`src/rtl/irqd_pkg.sv`:
```
package irqd_pkg;

    typedef enum logic [2:0] {
        OP_NOP      = 3'd0,
        OP_ENABLE   = 3'd1,
        OP_SET_DEST = 3'd2,
        OP_SET_MODE = 3'd3,
        OP_SET_MASK = 3'd4
    } cmd_op_e;

    // field positions inside the command data word
    localparam int MODE_LO  = 0;
    localparam int MODE_HI  = 1;
    localparam int TRIG_BIT = 4;
    localparam int MASK_BIT = 0;

    typedef struct packed {
        logic dest_mode; // 1: fixed routing, 0: rotating
        logic level;     // 1: level trigger, 0: edge trigger
        logic masked;
    } irq_attr_t;

endpackage

```
`src/rtl/irqd_cfg.sv`:
```
module irqd_cfg
    import irqd_pkg::*;
#(
    parameter int NUM_IRQ  = 4,
    parameter int NUM_CORE = 4,
    parameter int IDX_W    = 8,
    parameter int DATA_W   = 32
) (
    input  logic                               clk_i,
    input  logic                               rst_ni,
    input  logic                               cmd_valid_i,
    input  logic [2:0]                         cmd_op_i,
    input  logic [IDX_W-1:0]                   cmd_idx_i,
    input  logic [DATA_W-1:0]                  cmd_data_i,
    output logic                               en_o,
    output logic [NUM_IRQ-1:0][NUM_CORE-1:0]   dest_o,
    output irq_attr_t [NUM_IRQ-1:0]            attr_o
);

    localparam logic [IDX_W-1:0] IDX_LIMIT = IDX_W'(NUM_IRQ);

    typedef struct packed {
        logic                             en;
        logic [NUM_IRQ-1:0][NUM_CORE-1:0] dest;
        irq_attr_t [NUM_IRQ-1:0]          attr;
    } cfg_t;

    cfg_t s_d, s_q;
    logic data_unused;

    assign data_unused = ^cmd_data_i;

    always_comb begin
        s_d = s_q;
        if (cmd_valid_i) begin
            if (cmd_op_i == OP_ENABLE) begin
                s_d.en = 1'b1;
            end
            for (int i = 0; i < NUM_IRQ; i++) begin
                if (cmd_idx_i == IDX_W'(i)) begin
                    case (cmd_op_i)
                        OP_SET_DEST: s_d.dest[i] = cmd_data_i[NUM_CORE-1:0];
                        OP_SET_MODE: begin
                            s_d.attr[i].dest_mode = |cmd_data_i[MODE_HI:MODE_LO];
                            s_d.attr[i].level     = cmd_data_i[TRIG_BIT];
                        end
                        OP_SET_MASK: s_d.attr[i].masked = cmd_data_i[MASK_BIT];
                        default: ;
                    endcase
                end
            end
        end
    end

    always_ff @(posedge clk_i or negedge rst_ni) begin
        if (!rst_ni) begin
            s_q <= '0;
            for (int i = 0; i < NUM_IRQ; i++) begin
                s_q.attr[i].masked <= 1'b1;
            end
        end else begin
            s_q <= s_d;
        end
    end

    assign en_o   = s_q.en;
    assign dest_o = s_q.dest;
    assign attr_o = s_q.attr;

    AST_ENABLE_STICKY: assert property (@(posedge clk_i) disable iff (!rst_ni)
        en_o |=> en_o);

    AST_BAD_INDEX_IGNORED: assert property (@(posedge clk_i) disable iff (!rst_ni)
        (cmd_valid_i && cmd_idx_i >= IDX_LIMIT) |=> ($stable(dest_o) && $stable(attr_o)));

endmodule

```
`src/rtl/irqd_lane.sv`:
```
module irqd_lane
    import irqd_pkg::*;
#(
    parameter  int NUM_CORE = 4,
    localparam int PTR_W    = (NUM_CORE > 1) ? $clog2(NUM_CORE) : 1
) (
    input  logic                clk_i,
    input  logic                rst_ni,
    input  logic                en_i,
    input  logic                irq_i,
    input  logic [NUM_CORE-1:0] dest_i,
    input  irq_attr_t           attr_i,
    output logic [NUM_CORE-1:0] lines_o
);

    typedef struct packed {
        logic                prev;
        logic                busy;
        logic [PTR_W-1:0]    owner;
        logic [PTR_W-1:0]    ptr;
        logic [NUM_CORE-1:0] lines;
    } lane_t;

    lane_t s_d, s_q;

    logic                active;
    logic                rise;
    logic                pick_ok;
    logic [PTR_W-1:0]    pick;
    logic [PTR_W-1:0]    cand;
    logic [NUM_CORE-1:0] low_oh;

    function automatic logic [PTR_W-1:0] step(input logic [PTR_W-1:0] p);
        if (p == PTR_W'(NUM_CORE - 1)) return '0;
        return p + PTR_W'(1);
    endfunction

    function automatic logic [NUM_CORE-1:0] onehot(input logic [PTR_W-1:0] p);
        logic [NUM_CORE-1:0] v;
        v    = '0;
        v[p] = 1'b1;
        return v;
    endfunction

    // first set core at or after the rotation pointer, wrapping
    always_comb begin
        pick_ok = 1'b0;
        pick    = '0;
        cand    = s_q.ptr;
        for (int i = 0; i < NUM_CORE; i++) begin
            if (!pick_ok && dest_i[cand]) begin
                pick_ok = 1'b1;
                pick    = cand;
            end
            cand = step(cand);
        end
    end

    // lowest set core of the mask
    always_comb begin
        low_oh = '0;
        for (int i = NUM_CORE - 1; i >= 0; i--) begin
            if (dest_i[i]) begin
                low_oh    = '0;
                low_oh[i] = 1'b1;
            end
        end
    end

    always_comb begin
        active  = en_i && !attr_i.masked;
        rise    = irq_i && !s_q.prev;
        s_d       = s_q;
        s_d.prev  = irq_i;
        s_d.lines = '0;
        if (attr_i.level) begin
            if (attr_i.dest_mode) begin
                s_d.busy = 1'b0;
                if (active && irq_i) s_d.lines = low_oh;
            end else if (irq_i) begin
                if (s_q.busy) begin
                    if (active) s_d.lines = onehot(s_q.owner);
                end else if (active && pick_ok) begin
                    s_d.busy  = 1'b1;
                    s_d.owner = pick;
                    s_d.lines = onehot(pick);
                end
            end else if (s_q.busy) begin
                s_d.busy = 1'b0;
                s_d.ptr  = step(s_q.owner);
            end
        end else begin
            s_d.busy = 1'b0;
            if (rise && active) begin
                if (attr_i.dest_mode) begin
                    s_d.lines = dest_i;
                end else if (pick_ok) begin
                    s_d.lines = onehot(pick);
                    s_d.ptr   = step(pick);
                end
            end
        end
    end

    always_ff @(posedge clk_i or negedge rst_ni) begin
        if (!rst_ni) s_q <= '0;
        else         s_q <= s_d;
    end

    assign lines_o = s_q.lines;

    AST_SINGLE_TARGET: assert property (@(posedge clk_i) disable iff (!rst_ni)
        $past(attr_i.level || !attr_i.dest_mode) |-> $onehot0(lines_o));

    AST_GATED_WHEN_OFF: assert property (@(posedge clk_i) disable iff (!rst_ni)
        !$past(en_i && !attr_i.masked) |-> (lines_o == '0));

    AST_LEVEL_DROP: assert property (@(posedge clk_i) disable iff (!rst_ni)
        $past(attr_i.level && !irq_i) |-> (lines_o == '0));

    AST_EDGE_ONE_CYCLE: assert property (@(posedge clk_i) disable iff (!rst_ni)
        (!attr_i.level && $past(!attr_i.level) && lines_o != '0) |=> (lines_o == '0));

    AST_RR_EMPTY_MASK: assert property (@(posedge clk_i) disable iff (!rst_ni)
        $past(!attr_i.dest_mode && dest_i == '0 && !s_q.busy) |-> (lines_o == '0));

endmodule

```
`src/rtl/irq_distrib.sv`:
```
module irq_distrib
    import irqd_pkg::*;
#(
    parameter  int NUM_IRQ  = 4,
    parameter  int NUM_CORE = 4,
    parameter  int IRQ_BASE = 24,
    parameter  int IDX_W    = 8,
    parameter  int DATA_W   = 32,
    localparam int LOCAL_W  = IRQ_BASE + NUM_IRQ
) (
    input  logic                        clk_i,
    input  logic                        rst_ni,
    input  logic                        cmd_valid_i,
    input  logic [2:0]                  cmd_op_i,
    input  logic [IDX_W-1:0]            cmd_idx_i,
    input  logic [DATA_W-1:0]           cmd_data_i,
    input  logic [NUM_IRQ-1:0]          irq_i,
    output logic [NUM_CORE*LOCAL_W-1:0] core_irq_o
);

    logic                             cfg_en;
    logic [NUM_IRQ-1:0][NUM_CORE-1:0] cfg_dest;
    irq_attr_t [NUM_IRQ-1:0]          cfg_attr;
    logic [NUM_IRQ-1:0][NUM_CORE-1:0] lane_lines;

    irqd_cfg #(
        .NUM_IRQ (NUM_IRQ),
        .NUM_CORE(NUM_CORE),
        .IDX_W   (IDX_W),
        .DATA_W  (DATA_W)
    ) u_cfg (
        .clk_i      (clk_i),
        .rst_ni     (rst_ni),
        .cmd_valid_i(cmd_valid_i),
        .cmd_op_i   (cmd_op_i),
        .cmd_idx_i  (cmd_idx_i),
        .cmd_data_i (cmd_data_i),
        .en_o       (cfg_en),
        .dest_o     (cfg_dest),
        .attr_o     (cfg_attr)
    );

    for (genvar k = 0; k < NUM_IRQ; k++) begin : g_lane
        irqd_lane #(
            .NUM_CORE(NUM_CORE)
        ) u_lane (
            .clk_i  (clk_i),
            .rst_ni (rst_ni),
            .en_i   (cfg_en),
            .irq_i  (irq_i[k]),
            .dest_i (cfg_dest[k]),
            .attr_i (cfg_attr[k]),
            .lines_o(lane_lines[k])
        );
    end

    // place shared interrupt k at local input IRQ_BASE + k of each core
    always_comb begin
        core_irq_o = '0;
        for (int c = 0; c < NUM_CORE; c++) begin
            for (int k = 0; k < NUM_IRQ; k++) begin
                core_irq_o[c*LOCAL_W + IRQ_BASE + k] = lane_lines[k][c];
            end
        end
    end

    AST_QUIET_BEFORE_ENABLE: assert property (@(posedge clk_i) disable iff (!rst_ni)
        !$past(cfg_en) |-> (core_irq_o == '0));

endmodule

```
`config.mk`:
```
export PLATFORM = sky130hd
export DESIGN_NAME = irq_distrib
export DESIGN_NICKNAME = d
export VERILOG_FILES = /design/src/rtl/irqd_pkg.sv /design/src/rtl/irqd_cfg.sv /design/src/rtl/irqd_lane.sv /design/src/rtl/irq_distrib.sv
export SDC_FILE = /design/constraint.sdc
export NUM_CORES = 1
export LEC_CHECK = 0
export ABC_AREA = 1
export ABC_CLOCK_PERIOD_IN_PS = 2800
export BUFFER_PORTS_ARGS = -buffer_cell sky130_fd_sc_hd__buf_2
export CAP_MARGIN = 20
export CORE_UTILIZATION = 27
export DETAILED_ROUTE_END_ITERATION = 10
export PLACE_DENSITY_LB_ADDON = 0.05
export SETUP_SLACK_MARGIN = 0.15
export SYNTH_ARGS = -nofsm -noshare
export SYNTH_HDL_FRONTEND = slang
export SYNTH_SLANG_ARGS = --single-unit
```
`constraint.sdc`:
```
create_clock -name clk_i -period 2.8 [get_ports clk_i]
set_input_delay 0 -clock clk_i [delete_from_list [all_inputs] [get_ports clk_i]]
set_output_delay 0 -clock clk_i [all_outputs]
set_load 0.005 [all_outputs]
```
==> results_dict.tcl <==
set metrics [dict create \
    synthToLayoutAreaGrowth_pct 7.49 \
    die_x_um 154 \
    switching_share 0.466 \
    layout_min_cycle_time_ns 2.38 \
    ctsHtreeMaxLevel 3 \
    nets 1003 \
    clkPwrFrac 0.218 \
    dp_hpwl_mm 11.5 \
    cp.required_ns 3.02 \
    drt_wl_total_mm 14.6 \
    power.share.sequential 0.215 \
    ys_ff_latch 69 \
    synth_top_area_frac 0.261 \
    min-delay-start "cmd_data_i[0]" \
    p_int_w 0.00291 \
    dr.pass1.iters 4 \
    p_leak_nw 3.50 \
    syn_inst 880 \
    grt_pass1_wl_mm 24.2 \
    hold_slack_ns 0.0186 \
    hold_depth 3 \
    grt_usage 0.128 \
    critPathKind "reg2reg" \
    hold_class "in2reg" \
    clock_tree.root_cell "clkbuf_16" \
    endpoint_kind "flop" \
    clk_pin_slew_ns 0.06 \
    synth_edf_count 0 \
    drt_iter0_drc 205 \
    port_buffers 38 \
    via_per_inst 4.15 \
    synth_top_cell_by_area "dfrtp_1" \
    timing.fmax_ghz 0.420 \
    yosysSeqAreaShare 0.278 \
    synth_area_leaders "dfrtp_1, nand2_1, buf_4" \
    power_density_nw_per_um2 814 \
    wl_met2_mm 7.08 \
    finClkSkew_ns 0.00438 \
    top_layer "met4" \
    cts_tree "done" \
    n_antenna_cell 0 \
    final.setup.tns_ns 0 \
    io_pins 162 \
    dieArea_um2 23700 \
    routed-wl-met3_um 505 \
    finalSetupViolCount 0 \
    ys_async_sr_fraction 1.00 \
    fillCellCount 2497 \
    cts_inserted_buffers 9 \
    grt_pass1_vias 4775 \
    drive_above_1_share 0.152 \
    initial_utilization 0.275 \
    max_cap_viol_count 0 \
    cts_sinks 69 \
    core_area_um2 22600 \
    r2r_end "g_lane[1].u_lane.lines_o[2]" \
    die_y_um 154 \
    slew_headroom 0.372 \
    drv_slew 0 \
    clk_latency_ns 0.34 \
    r2r_setup_slack_ns 0.42 \
    vias 5014 \
    postRouteAntennaNets 0 \
    period_share 0.850 \
    r2r-start "g_lane[1].u_lane.s_q[4]" \
    synth_area_um2 6230 \
    antenna_found_initial 0 \
    grt_max_degree 70 \
    cp_max_fo 7 \
    critPathLaunchType "flop" \
    clock_path_buffers 2 \
    p_comb_frac 0.567 \
    r2r_cells 18 \
    finalHoldViolations 0 \
    place_congestion 0.765 \
    ir_drop_uv 259 \
    synth_warnings 0 \
    rows 55 \
    syn_area_per_cell_um2 7.08 \
    hold_end "u_cfg.attr_o[11]" \
    worst_pin_slew_ns 0.942 \
    grt_overflow 0 \
    synth.distinct_cells 42 \
    wl_met1_mm 6.92 \
    power_switching_w 0.00254 \
    worst_ep_arrival_time_ns 2.60 \
    wl_per_cell_um 12.1 \
    synthFlopType "dfrtp_1" \
    drcViolationCount 0 \
    run_status "complete, no violations" \
    rsz0062_at_grt "yes" \
]
-- registers in the layout, summed over array words and instances (netlist names) --
| register | cells |
|---|---|
| g_lane.u_lane.lines_o | 16 |
| u_cfg.en_o | 1 |
| u_cfg.attr_o | 12 |
| g_lane.u_lane.s_q | 24 |
| u_cfg.dest_o | 16 |
-- cells in the mapped netlist, types with 2 or more instances --
library cell	instances
nand2_1	251
buf_4	114
inv_1	98
nand3_1	83
dfrtp_1	65
o21ai_0	51
ha_1	36
nor2_1	32
a21oi_1	20
nand2_2	16
o21ai_1	15
nand4_1	13
a31oi_1	8
nand2_4	8
inv_2	7
nand3_2	7
nor2_4	6
nor4_2	5
a21oi_2	4
dfstp_2	4
nor2_2	4
clkbuf_1	3
nor3_1	3
buf_2	2
nand3_4	2
nor2_8	2
nor3_2	2
nor3_4	2
nor4_1	2
o211ai_1	2
or2_1	2
-- power by group through the flow --
stage / Clock, W / Combinational (W) / Sequential (W)
5_1_grt: 0.00127 / 0.00357 / 0.00119
2_1_floorplan: 0 / 0.00248 / 0.00119
4_1_cts: 0.00123 / 0.00307 / 0.00116
3_5_place_dp: 0 / 0.00304 / 0.00118
6_report: 0.00119 / 0.00309 / 0.00117
3_3_place_gp: 0 / 0.00312 / 0.00118
-- layout by cell type (no fill, tap or decap), types with 3 or more instances in the layout --
| cell type | n |
|---|---|
| nand2_1 | 249 |
| conb_1 | 96 |
| inv_1 | 95 |
| nand3_1 | 83 |
| dfrtp_1 | 65 |
| o21ai_0 | 47 |
| buf_2 | 37 |
| ha_1 | 34 |
| nor2_1 | 31 |
| a21oi_1 | 20 |
| o21ai_1 | 19 |
| nand2_2 | 18 |
| nand4_1 | 13 |
| inv_2 | 10 |
| clkbuf_16 | 9 |
| buf_4 | 9 |
| nand2_4 | 8 |
| a31oi_1 | 8 |
| nand3_2 | 7 |
| dlygate4sd3_1 | 7 |
| nor2_4 | 6 |
| nor2_2 | 5 |
| nor4_2 | 5 |
| a21oi_2 | 4 |
| dfstp_2 | 4 |
| nor3_1 | 3 |
-- layer usage --
layer	up-vias	GRT usage
met4	0	0.0243
met5	-	0
li1	2690	-
met3	12	0.0307
met2	85	0.222
met1	2227	0.162
-- cell families after synthesis --
kind of cell / synth area share
adder cells (fa/ha/maj): 0.0723
buffers and inverters: 0.209
other: 0.000602
flip-flops: 0.278
AO/OA/AOI/OAI: 0.0866
AND/OR/NAND/NOR: 0.354
-- area by class of cell --
| type | instances | area [um^2] | area share |
|---|---|---|---|
| Clock buffer | 13 | 260 | 0.0389 |
| Tap cell | 285 | 357 | 0.0533 |
| Sequential cell | 69 | 1730 | 0.259 |
| Multi-Input combinational cell | 679 | 3580 | 0.536 |
| Timing Repair Buffer | 53 | 323 | 0.0482 |
| Clock inverter | 3 | 43.8 | 0.00654 |
| Inverter | 105 | 394 | 0.0589 |
-- per-stage QoR --
| step | setup slack, ns | instance area (um^2) | cells | utilization | power, W |
|---|---|---|---|---|---|
| 2_1_floorplan | 0.459 | 6580 | 975 | - | 0.00367 |
| 3_3_place_gp | 0.296 | 6280 | 1183 | 0.277 | 0.00430 |
| 3_5_place_dp | 0.305 | 6280 | 1183 | 0.277 | 0.00423 |
| 4_1_cts | 0.299 | 6650 | 1206 | 0.294 | 0.00546 |
| 5_1_grt | 0.136 | 6690 | 1207 | 0.296 | 0.00603 |
| 6_report | 0.419 | 6690 | 1207 | 0.296 | 0.00545 |
-- repair_timing --
action                                  in CTS  in global routing
gates resized for setup                      0                 12
endpoints found under the setup margin       0                 13
setup buffers                                0                  1
hold buffers                                 7                  0
hold endpoints to repair                    70                  0
-- worst max-delay path: stages (launching register included) --
cell and delay (ns):
dfrtp_1 0.41, buf_4 0.18, inv_2 0.11, nand2_1 0.08, nand3_1 0.13, nand2_1 0.12, nor2_4 0.20, nand2_1 0.09
o21ai_1 0.12, nand2_1 0.09, nand2_2 0.09, inv_1 0.06, ha_1 0.18, inv_1 0.07, o21ai_1 0.07, nand3_1 0.11
nand2_1 0.05, nand2_1 0.05, nand2_1 0.06
-- how the worst max path moves through the flow --
stage	to	start	slack [ns]	cells past startpoint
final	g_lane[1].u_lane.lines_o[2]	g_lane[1].u_lane.s_q[4]	0.42	18
after CTS	g_lane[1].u_lane.lines_o[2]	g_lane[1].u_lane.s_q[4]	0.30	20
after floorplan	g_lane[1].u_lane.lines_o[2]	g_lane[1].u_lane.s_q[4]	0.46	20
after global routing	g_lane[1].u_lane.lines_o[3]	g_lane[1].u_lane.s_q[4]	0.14	20
after global placement	g_lane[1].u_lane.lines_o[2]	g_lane[1].u_lane.s_q[4]	0.30	20
after detailed placement	g_lane[1].u_lane.lines_o[2]	g_lane[1].u_lane.s_q[4]	0.31	20
(Power assumes the default switching activity.)
